<file path="config.mk">
export PLATFORM = sky130hd
export DESIGN_NAME = i2c_eeprom_target
export DESIGN_NICKNAME = d
export VERILOG_FILES = /design/src/rtl/i2cEepromPkg.sv /design/src/rtl/i2c_eeprom_ctrl.sv /design/src/rtl/i2c_eeprom_store.sv /design/src/rtl/i2c_eeprom_target.sv
export SDC_FILE = /design/constraint.sdc
export NUM_CORES = 2
export LEC_CHECK = 0
export CAP_MARGIN = 20
export CORE_AREA = 5 5 319 321
export CTS_BUF_LIST = sky130_fd_sc_hd__clkbuf_16
export CTS_CLUSTER_SIZE = 28
export DETAILED_ROUTE_END_ITERATION = 16
export DIE_AREA = 0 0 324 326
export PLACE_DENSITY = 0.78
export SLEW_MARGIN = 20
export SYNTH_ARGS = -nofsm -noshare
export SYNTH_HDL_FRONTEND = slang
export SYNTH_SLANG_ARGS = --single-unit
export TNS_END_PERCENT = 30
</file>
<file path="constraint.sdc">
create_clock -name clk -period 5.8 [get_ports clk]
set_input_delay 0.58 -clock clk [delete_from_list [all_inputs] [get_ports clk]]
set_output_delay 0.58 -clock clk [all_outputs]
set_load 0.02 [all_outputs]
</file>
<file path="src/rtl/i2cEepromPkg.sv">
package i2cEepromPkg;

  // Strobes from bus control to the storage datapath, one cycle wide.
  typedef struct packed {
    logic       addrByte;  // received byte is a word-address byte
    logic       dataByte;  // received byte is write data
    logic       rdLoad;    // fetch byte at counter, then advance counter
    logic       commit;    // stop seen: write buffered page into memory
    logic       discard;   // start seen: drop buffered write data
    logic [7:0] rxData;    // last byte shifted in from the bus
  } dpCmd_t;

endpackage

</file>
<file path="src/rtl/i2c_eeprom_ctrl.sv">
module i2c_eeprom_ctrl
  import i2cEepromPkg::*;
#(
  parameter int          ADDR_BYTES = 1,
  parameter logic [3:0]  CTRL_CODE  = 4'b1010
) (
  input  logic       clk,
  input  logic       rstN,
  input  logic       sclIn,
  input  logic       sdaIn,
  input  logic [2:0] strapSel,
  input  logic [7:0] txByte,
  output logic       sdaOe,
  output dpCmd_t     cmd
);

  localparam int ACW = $clog2(ADDR_BYTES + 1);

  typedef enum logic [2:0] {S_IDLE, S_RX, S_ACK, S_TX, S_MACK} state_t;
  typedef enum logic [1:0] {K_CTRL, K_ADDR, K_DATA} kind_t;

  state_t         state;
  kind_t          kind;
  logic [1:0]     sclSync, sdaSync;
  logic           sclQ, sdaQ;
  logic           scl, sda;
  logic           startEv, stopEv, sclRise, sclFall;
  logic [2:0]     bitCnt;
  logic [7:0]     shReg;
  logic           gotByte, goRead, mAck;
  logic [ACW-1:0] addrLeft;
  logic           ctrlHit;

  // Two-flop synchronisers plus one history stage for edge detection.
  always_ff @(posedge clk or negedge rstN) begin
    if (!rstN) begin
      sclSync <= 2'b11;
      sdaSync <= 2'b11;
      sclQ    <= 1'b1;
      sdaQ    <= 1'b1;
    end else begin
      sclSync <= {sclSync[0], sclIn};
      sdaSync <= {sdaSync[0], sdaIn};
      sclQ    <= scl;
      sdaQ    <= sda;
    end
  end

  assign scl     = sclSync[1];
  assign sda     = sdaSync[1];
  assign startEv = scl & sclQ & sdaQ & ~sda;
  assign stopEv  = scl & sclQ & ~sdaQ & sda;
  assign sclRise = scl & ~sclQ;
  assign sclFall = ~scl & sclQ;
  assign ctrlHit = (shReg[7:4] == CTRL_CODE) && (shReg[3:1] == strapSel);

  always_ff @(posedge clk or negedge rstN) begin
    if (!rstN) begin
      state    <= S_IDLE;
      kind     <= K_CTRL;
      bitCnt   <= '0;
      shReg    <= '0;
      gotByte  <= 1'b0;
      goRead   <= 1'b0;
      mAck     <= 1'b0;
      addrLeft <= '0;
      cmd      <= '0;
    end else begin
      cmd        <= '0;
      cmd.rxData <= shReg;
      if (startEv) begin
        state       <= S_RX;
        kind        <= K_CTRL;
        bitCnt      <= '0;
        gotByte     <= 1'b0;
        cmd.discard <= 1'b1;
      end else if (stopEv) begin
        state      <= S_IDLE;
        cmd.commit <= 1'b1;
      end else begin
        case (state)
          S_RX: begin
            if (sclRise) begin
              shReg  <= {shReg[6:0], sda};
              bitCnt <= bitCnt + 1'b1;
              if (bitCnt == 3'd7) gotByte <= 1'b1;
            end else if (sclFall && gotByte) begin
              gotByte <= 1'b0;
              case (kind)
                K_CTRL: begin
                  if (ctrlHit) begin
                    state  <= S_ACK;
                    goRead <= shReg[0];
                    if (shReg[0]) begin
                      cmd.rdLoad <= 1'b1;
                    end else begin
                      kind     <= K_ADDR;
                      addrLeft <= ACW'(ADDR_BYTES);
                    end
                  end else begin
                    state <= S_IDLE;
                  end
                end
                K_ADDR: begin
                  cmd.addrByte <= 1'b1;
                  state        <= S_ACK;
                  goRead       <= 1'b0;
                  addrLeft     <= addrLeft - 1'b1;
                  if (addrLeft == ACW'(1)) kind <= K_DATA;
                end
                default: begin
                  cmd.dataByte <= 1'b1;
                  state        <= S_ACK;
                  goRead       <= 1'b0;
                end
              endcase
            end
          end
          S_ACK: begin
            if (sclFall) begin
              bitCnt <= '0;
              state  <= goRead ? S_TX : S_RX;
            end
          end
          S_TX: begin
            if (sclFall) begin
              bitCnt <= bitCnt + 1'b1;
              if (bitCnt == 3'd7) state <= S_MACK;
            end
          end
          S_MACK: begin
            if (sclRise) begin
              mAck <= ~sda;
            end else if (sclFall) begin
              if (mAck) begin
                state      <= S_TX;
                bitCnt     <= '0;
                cmd.rdLoad <= 1'b1;
              end else begin
                state <= S_IDLE;
              end
            end
          end
          default: ;
        endcase
      end
    end
  end

  // Pull low in our acknowledge slot, or for a 0 bit while sending data.
  assign sdaOe = (state == S_ACK) || ((state == S_TX) && !txByte[3'd7 - bitCnt]);

  AST_NO_ACK_ON_MISMATCH: assert property (@(posedge clk) disable iff (!rstN)
    (state == S_RX && kind == K_CTRL && sclFall && gotByte && !ctrlHit && !startEv && !stopEv)
    |=> !sdaOe) else $error("control mismatch acknowledged");

  AST_COMMIT_AFTER_STOP: assert property (@(posedge clk) disable iff (!rstN)
    cmd.commit |-> $past(stopEv)) else $error("commit without stop");

  AST_SDA_HOLD_SCL_HIGH: assert property (@(posedge clk) disable iff (!rstN)
    (scl && sclQ) |-> ($stable(sdaOe) || $past(startEv || stopEv)))
    else $error("SDA drive moved while SCL high");

endmodule

</file>
<file path="src/rtl/i2c_eeprom_store.sv">
module i2c_eeprom_store
  import i2cEepromPkg::*;
#(
  parameter int MEM_BYTES  = 128,
  parameter int PAGE_BYTES = 8
) (
  input  logic       clk,
  input  logic       rstN,
  input  dpCmd_t     cmd,
  output logic [7:0] txByte
);

  localparam int AW   = $clog2(MEM_BYTES);
  localparam int PW   = $clog2(PAGE_BYTES);
  localparam int LAST = MEM_BYTES - 1;

  logic [7:0]            memArr  [MEM_BYTES];
  logic [7:0]            pageBuf [PAGE_BYTES];
  logic [PAGE_BYTES-1:0] bufValid;
  logic [AW-1:0]         addrCnt;
  logic [AW+7:0]         addrShift;

  // Address bytes shift in high byte first; excess high bits fall off.
  assign addrShift = {addrCnt, cmd.rxData};

  always_ff @(posedge clk or negedge rstN) begin
    if (!rstN) begin
      addrCnt  <= '0;
      txByte   <= '0;
      bufValid <= '0;
      for (int i = 0; i < MEM_BYTES; i++)  memArr[i]  <= '0;
      for (int i = 0; i < PAGE_BYTES; i++) pageBuf[i] <= '0;
    end else begin
      if (cmd.discard) bufValid <= '0;
      if (cmd.addrByte) addrCnt <= addrShift[AW-1:0];
      if (cmd.dataByte) begin
        pageBuf[addrCnt[PW-1:0]]  <= cmd.rxData;
        bufValid[addrCnt[PW-1:0]] <= 1'b1;
        addrCnt <= {addrCnt[AW-1:PW], addrCnt[PW-1:0] + 1'b1};
      end
      if (cmd.rdLoad) begin
        txByte  <= memArr[addrCnt];
        addrCnt <= (addrCnt == AW'(LAST)) ? '0 : addrCnt + 1'b1;
      end
      if (cmd.commit) begin
        for (int i = 0; i < PAGE_BYTES; i++) begin
          if (bufValid[i]) memArr[{addrCnt[AW-1:PW], PW'(i)}] <= pageBuf[i];
        end
        bufValid <= '0;
      end
    end
  end

  AST_PAGE_STAYS: assert property (@(posedge clk) disable iff (!rstN)
    cmd.dataByte |=> addrCnt[AW-1:PW] == $past(addrCnt[AW-1:PW]))
    else $error("page write left its page");

  AST_READ_ROLLOVER: assert property (@(posedge clk) disable iff (!rstN)
    (cmd.rdLoad && addrCnt == AW'(LAST)) |=> addrCnt == '0)
    else $error("read counter did not roll over");

endmodule

</file>
<file path="src/rtl/i2c_eeprom_target.sv">
module i2c_eeprom_target
  import i2cEepromPkg::*;
#(
  parameter int         MEM_BYTES  = 128,
  parameter int         PAGE_BYTES = 8,
  parameter int         ADDR_BYTES = 1,
  parameter logic [3:0] CTRL_CODE  = 4'b1010
) (
  input  logic       clk,
  input  logic       rstN,
  input  logic       sclIn,
  input  logic       sdaIn,
  input  logic [2:0] strapSel,
  output logic       sdaOe
);

  dpCmd_t     cmd;
  logic [7:0] txByte;

  i2c_eeprom_ctrl #(
    .ADDR_BYTES(ADDR_BYTES),
    .CTRL_CODE (CTRL_CODE)
  ) uCtrl (
    .clk     (clk),
    .rstN    (rstN),
    .sclIn   (sclIn),
    .sdaIn   (sdaIn),
    .strapSel(strapSel),
    .txByte  (txByte),
    .sdaOe   (sdaOe),
    .cmd     (cmd)
  );

  i2c_eeprom_store #(
    .MEM_BYTES (MEM_BYTES),
    .PAGE_BYTES(PAGE_BYTES)
  ) uStore (
    .clk   (clk),
    .rstN  (rstN),
    .cmd   (cmd),
    .txByte(txByte)
  );

endmodule

</file>
==> flow_metrics.env <==
export IMPL_endpoint_kind="flip-flop"
export IMPL_drt_pass1_iterations=6
export IMPL_fin_ws_ps=1880
export IMPL_cts_tree="yes"
export IMPL_place_hpwl_mm=101
export IMPL_antenna_found_initial=7
export IMPL_min_path_type="in2reg"
export IMPL_grtUsageTotal_pct=29.9
export IMPL_maxSlewViolCount=0
export IMPL_fin_nets=3701
export IMPL_clock_latency_ps=710
export IMPL_ys_seq_area_share_pct=55.6
export IMPL_grt_pass1_vias=33600
export IMPL_start_util_pct=52.3
export IMPL_place_area_um2=53100
export IMPL_worst_ep_arrival_time_ps=4440
export IMPL_crit_required_ps=6330
export IMPL_cts_repair_resized=0
export IMPL_place_ws_ps=2080
export IMPL_final_util_pct=57.4
export IMPL_synthesis_area_um2=51700
export IMPL_final_period_utilization_pct=67.6
export IMPL_clk_pin_slew_ps=70
export IMPL_outcome="complete, no violations"
export IMPL_layout_cells_non_filler=5089
export IMPL_die_h_um=326
export IMPL_startpoint="uStore.addrCnt[1]$_DFFE_PN0P_"
export IMPL_pin_count=8
export IMPL_synth_edf_count=0
export IMPL_critPathTopFamily="simple AND/OR/NAND/NOR gates"
export IMPL_overflow=0
export IMPL_period_needed_ps=3920
export IMPL_fin_tns_setup_ps=0
export IMPL_worstPathMaxFanout=79
export IMPL_row_count=116
export IMPL_drive_gt1_share_pct=36.8
export IMPL_synth_top_area_cell="dfrtp_1"
export IMPL_wire_per_inst_um=31.3
export IMPL_r2r_setup_slack_ps=1880
export IMPL_fmax_mhz=255
export IMPL_synth_ff_latch_count=1150
export IMPL_die_area_um2=106000
export IMPL_endpoint="uStore.txByte[4]$_DFFE_PN0P_"
export IMPL_htree_levels=3
export IMPL_combPwrFrac_pct=2.1
export IMPL_slew_headroom_pct=12.4
export IMPL_clock_sinks=1150
export IMPL_worst_path_buf_inv=2
export IMPL_worstSetupPathType="reg2reg"
export IMPL_cts_root_buf="clkbuf_16"
export IMPL_synth_top_area_share_pct=55.3
export IMPL_fin_skew_ps=41.6
export IMPL_antenna_left=0
export IMPL_p_clk_share_pct=46.3
export IMPL_cts_made_buffers=114
export IMPL_min_delay_start="sclIn"
export IMPL_path_cells="nand2b_4 -> buf_4 -> buf_4 -> o22ai_1 -> o21ai_0 -> a41oi_1 -> nor4_1 -> a21oi_1"
export IMPL_ys_warnings_count=0
export IMPL_rsz0062_at_grt="no"
export IMPL_design_core_area_um2=99000
export IMPL_vias_per_cell=6.65
export IMPL_synth_avg_cell_area_um2=13.9
export IMPL_synth_nets=3740
export IMPL_synth_area_leaders="dfrtp_1 (55%), mux2_2 (23%), mux2i_1 (10%)"
export IMPL_area_delta_synth_final_pct=9.81
export IMPL_syn_inst=3730
export IMPL_grt_max_degree=179
export IMPL_num_fill_cells=7810
export IMPL_drc=0
export IMPL_grt_pass1_wl_mm=233
export IMPL_seq_power_share_pct=51.6
export IMPL_reg2reg_depth=8
export IMPL_slowest_delay_ps=930
export IMPL_path_depth=8
export IMPL_holdWs_ps=302
export IMPL_wl_mm=159
export IMPL_fin_area_um2=56800
export IMPL_power_switching_mw=3.60
export IMPL_finalHoldViolations=0
export IMPL_p_leak_nw=25.9
export IMPL_synth_cell_types=57
export IMPL_reg2reg_from="uStore.addrCnt[1]$_DFFE_PN0P_"
export IMPL_powerDensity_nw_per_um2=282
export IMPL_place_gp_congestion=1.01
export IMPL_cts_buffer_depth=3
export IMPL_ys_flop_type="dfrtp_1"
export IMPL_crit_slowest_cell="nand2b_4"
export IMPL_intPower_mw=12.4
export IMPL_critPathLaunchType="flip-flop"
export IMPL_setup_viol=0
export IMPL_dp_cells=4872
export IMPL_drtIter0Drc=4404
export IMPL_max_cap_violations=0
export IMPL_postSynth_asyncResetShare_pct=100
export IMPL_regToRegEndpoint="uStore.txByte[4]$_DFFE_PN0P_"
export IMPL_p_total_mw=16.0
export IMPL_cts_hold_buf=1
export IMPL_vias=33900
export IMPL_portBuffers=7
export IMPL_cts_setup_buffers=0
export IMPL_switching_share_pct=22.5
export IMPL_ir_drop_v=0.000243
export IMPL_cpMostUsedCell="buf_4"
export IMPL_worstMarginPinSlew_ps=1310
export IMPL_fp_dieW_um=324
-- layout make-up --
class                      count  area, um^2  area share (%)
inverter                       6        22.5          0.0396
timing repair buffer          68         706            1.24
antenna                        4        10.0          0.0176
tap                         1298        1620            2.86
clock inverter                96         817            1.44
clock buffer                 116        2900            5.11
sequential                  1150       28800            50.7
multi-input combinational   2351       21900            38.6
-- power groups by stage --
stage / logic, mW / registers [mW] / clock network [mW]
floorplan: 0.148 / 8.30 / 0
global placement: 0.334 / 8.41 / 0
detailed placement: 0.340 / 8.41 / 0
CTS: 0.341 / 8.27 / 7.47
global route: 0.378 / 8.27 / 7.79
finish: 0.332 / 8.28 / 7.42
-- sequential cells by signal, indices dropped and copies added, names as in the netlist, 3 cells and up --
register,count
uStore.memArr,1024
uStore.pageBuf,64
uCtrl.cmd,13
uCtrl.shReg,8
uStore.bufValid,8
uStore.txByte,8
uStore.addrCnt,7
uCtrl.bitCnt,3
uCtrl.state,3
-- cells in the final DEF (no fill, tap or decap), drive strengths merged, types with 4 or more instances in the layout --
master,Yosys,routed
o22ai,258,258
a41oi,32,32
nor3b,6,6
bufinv,0,14
a21oi,29,29
dfrtp,1144,1144
buf,105,61
clkbuf,118,116
nor2,40,40
dfstp,6,6
o21ai,138,138
diode,0,4
mux2,1098,1098
and2,4,4
nand2,156,156
mux2i,516,516
nand3,7,7
clkinv,1,58
clkdlybuf4s50,0,6
nor3,5,5
nor4,10,10
nand2b,5,5
inv,5,27
-- logic make-up after synthesis --
| logic type | share of synthesized area, % |
|---|---|
| XOR/XNOR | 0.0508 |
| AO/OA/AOI/OAI | 5.52 |
| AND/OR/NAND/NOR | 2.71 |
| buffers and inverters | 2.03 |
| flip-flops | 55.6 |
| multiplexers | 34.0 |
| adder cells (fa/ha/maj) | 0.0726 |
-- synthesized netlist by cell type, drive strengths merged, types with 5 or more instances --
cell	n
nand3	7
mux2i	516
clkbuf	118
dfrtp	1144
nor2	40
buf	105
dfstp	6
o21ai	138
nand2b	5
nand2	156
a41oi	32
a21oi	29
inv	5
nor3	5
o22ai	258
nor3b	6
mux2	1098
nor4	10
-- worst min path at each step --
stage | endpoint | slack, ps | depth (start not counted)
finish | uCtrl.sclSync[0]$_DFF_PN1_ | 300 | 1
global route | uCtrl.sdaSync[0]$_DFF_PN1_ | 280 | 1
CTS | uCtrl.sclSync[0]$_DFF_PN1_ | 260 | 1
detailed placement | uCtrl.sclSync[1]$_DFF_PN1_ | 350 | 0
global placement | uCtrl.sclSync[1]$_DFF_PN1_ | 350 | 0
floorplan | uCtrl.addrLeft$_DFFE_PN0P_ | 280 | 0
-- per-layer routing --
layer | global-route usage [%] | up-vias | share of wire (%)
met5 | 0 | - | 0.015
met4 | 12.6 | 4 | 5.3
met3 | 9.46 | 459 | 11
met2 | 43.8 | 1907 | 43
met1 | 41.5 | 17700 | 40
li1 | - | 13700 | -
Note: power is estimated with default switching activity, not from simulation.
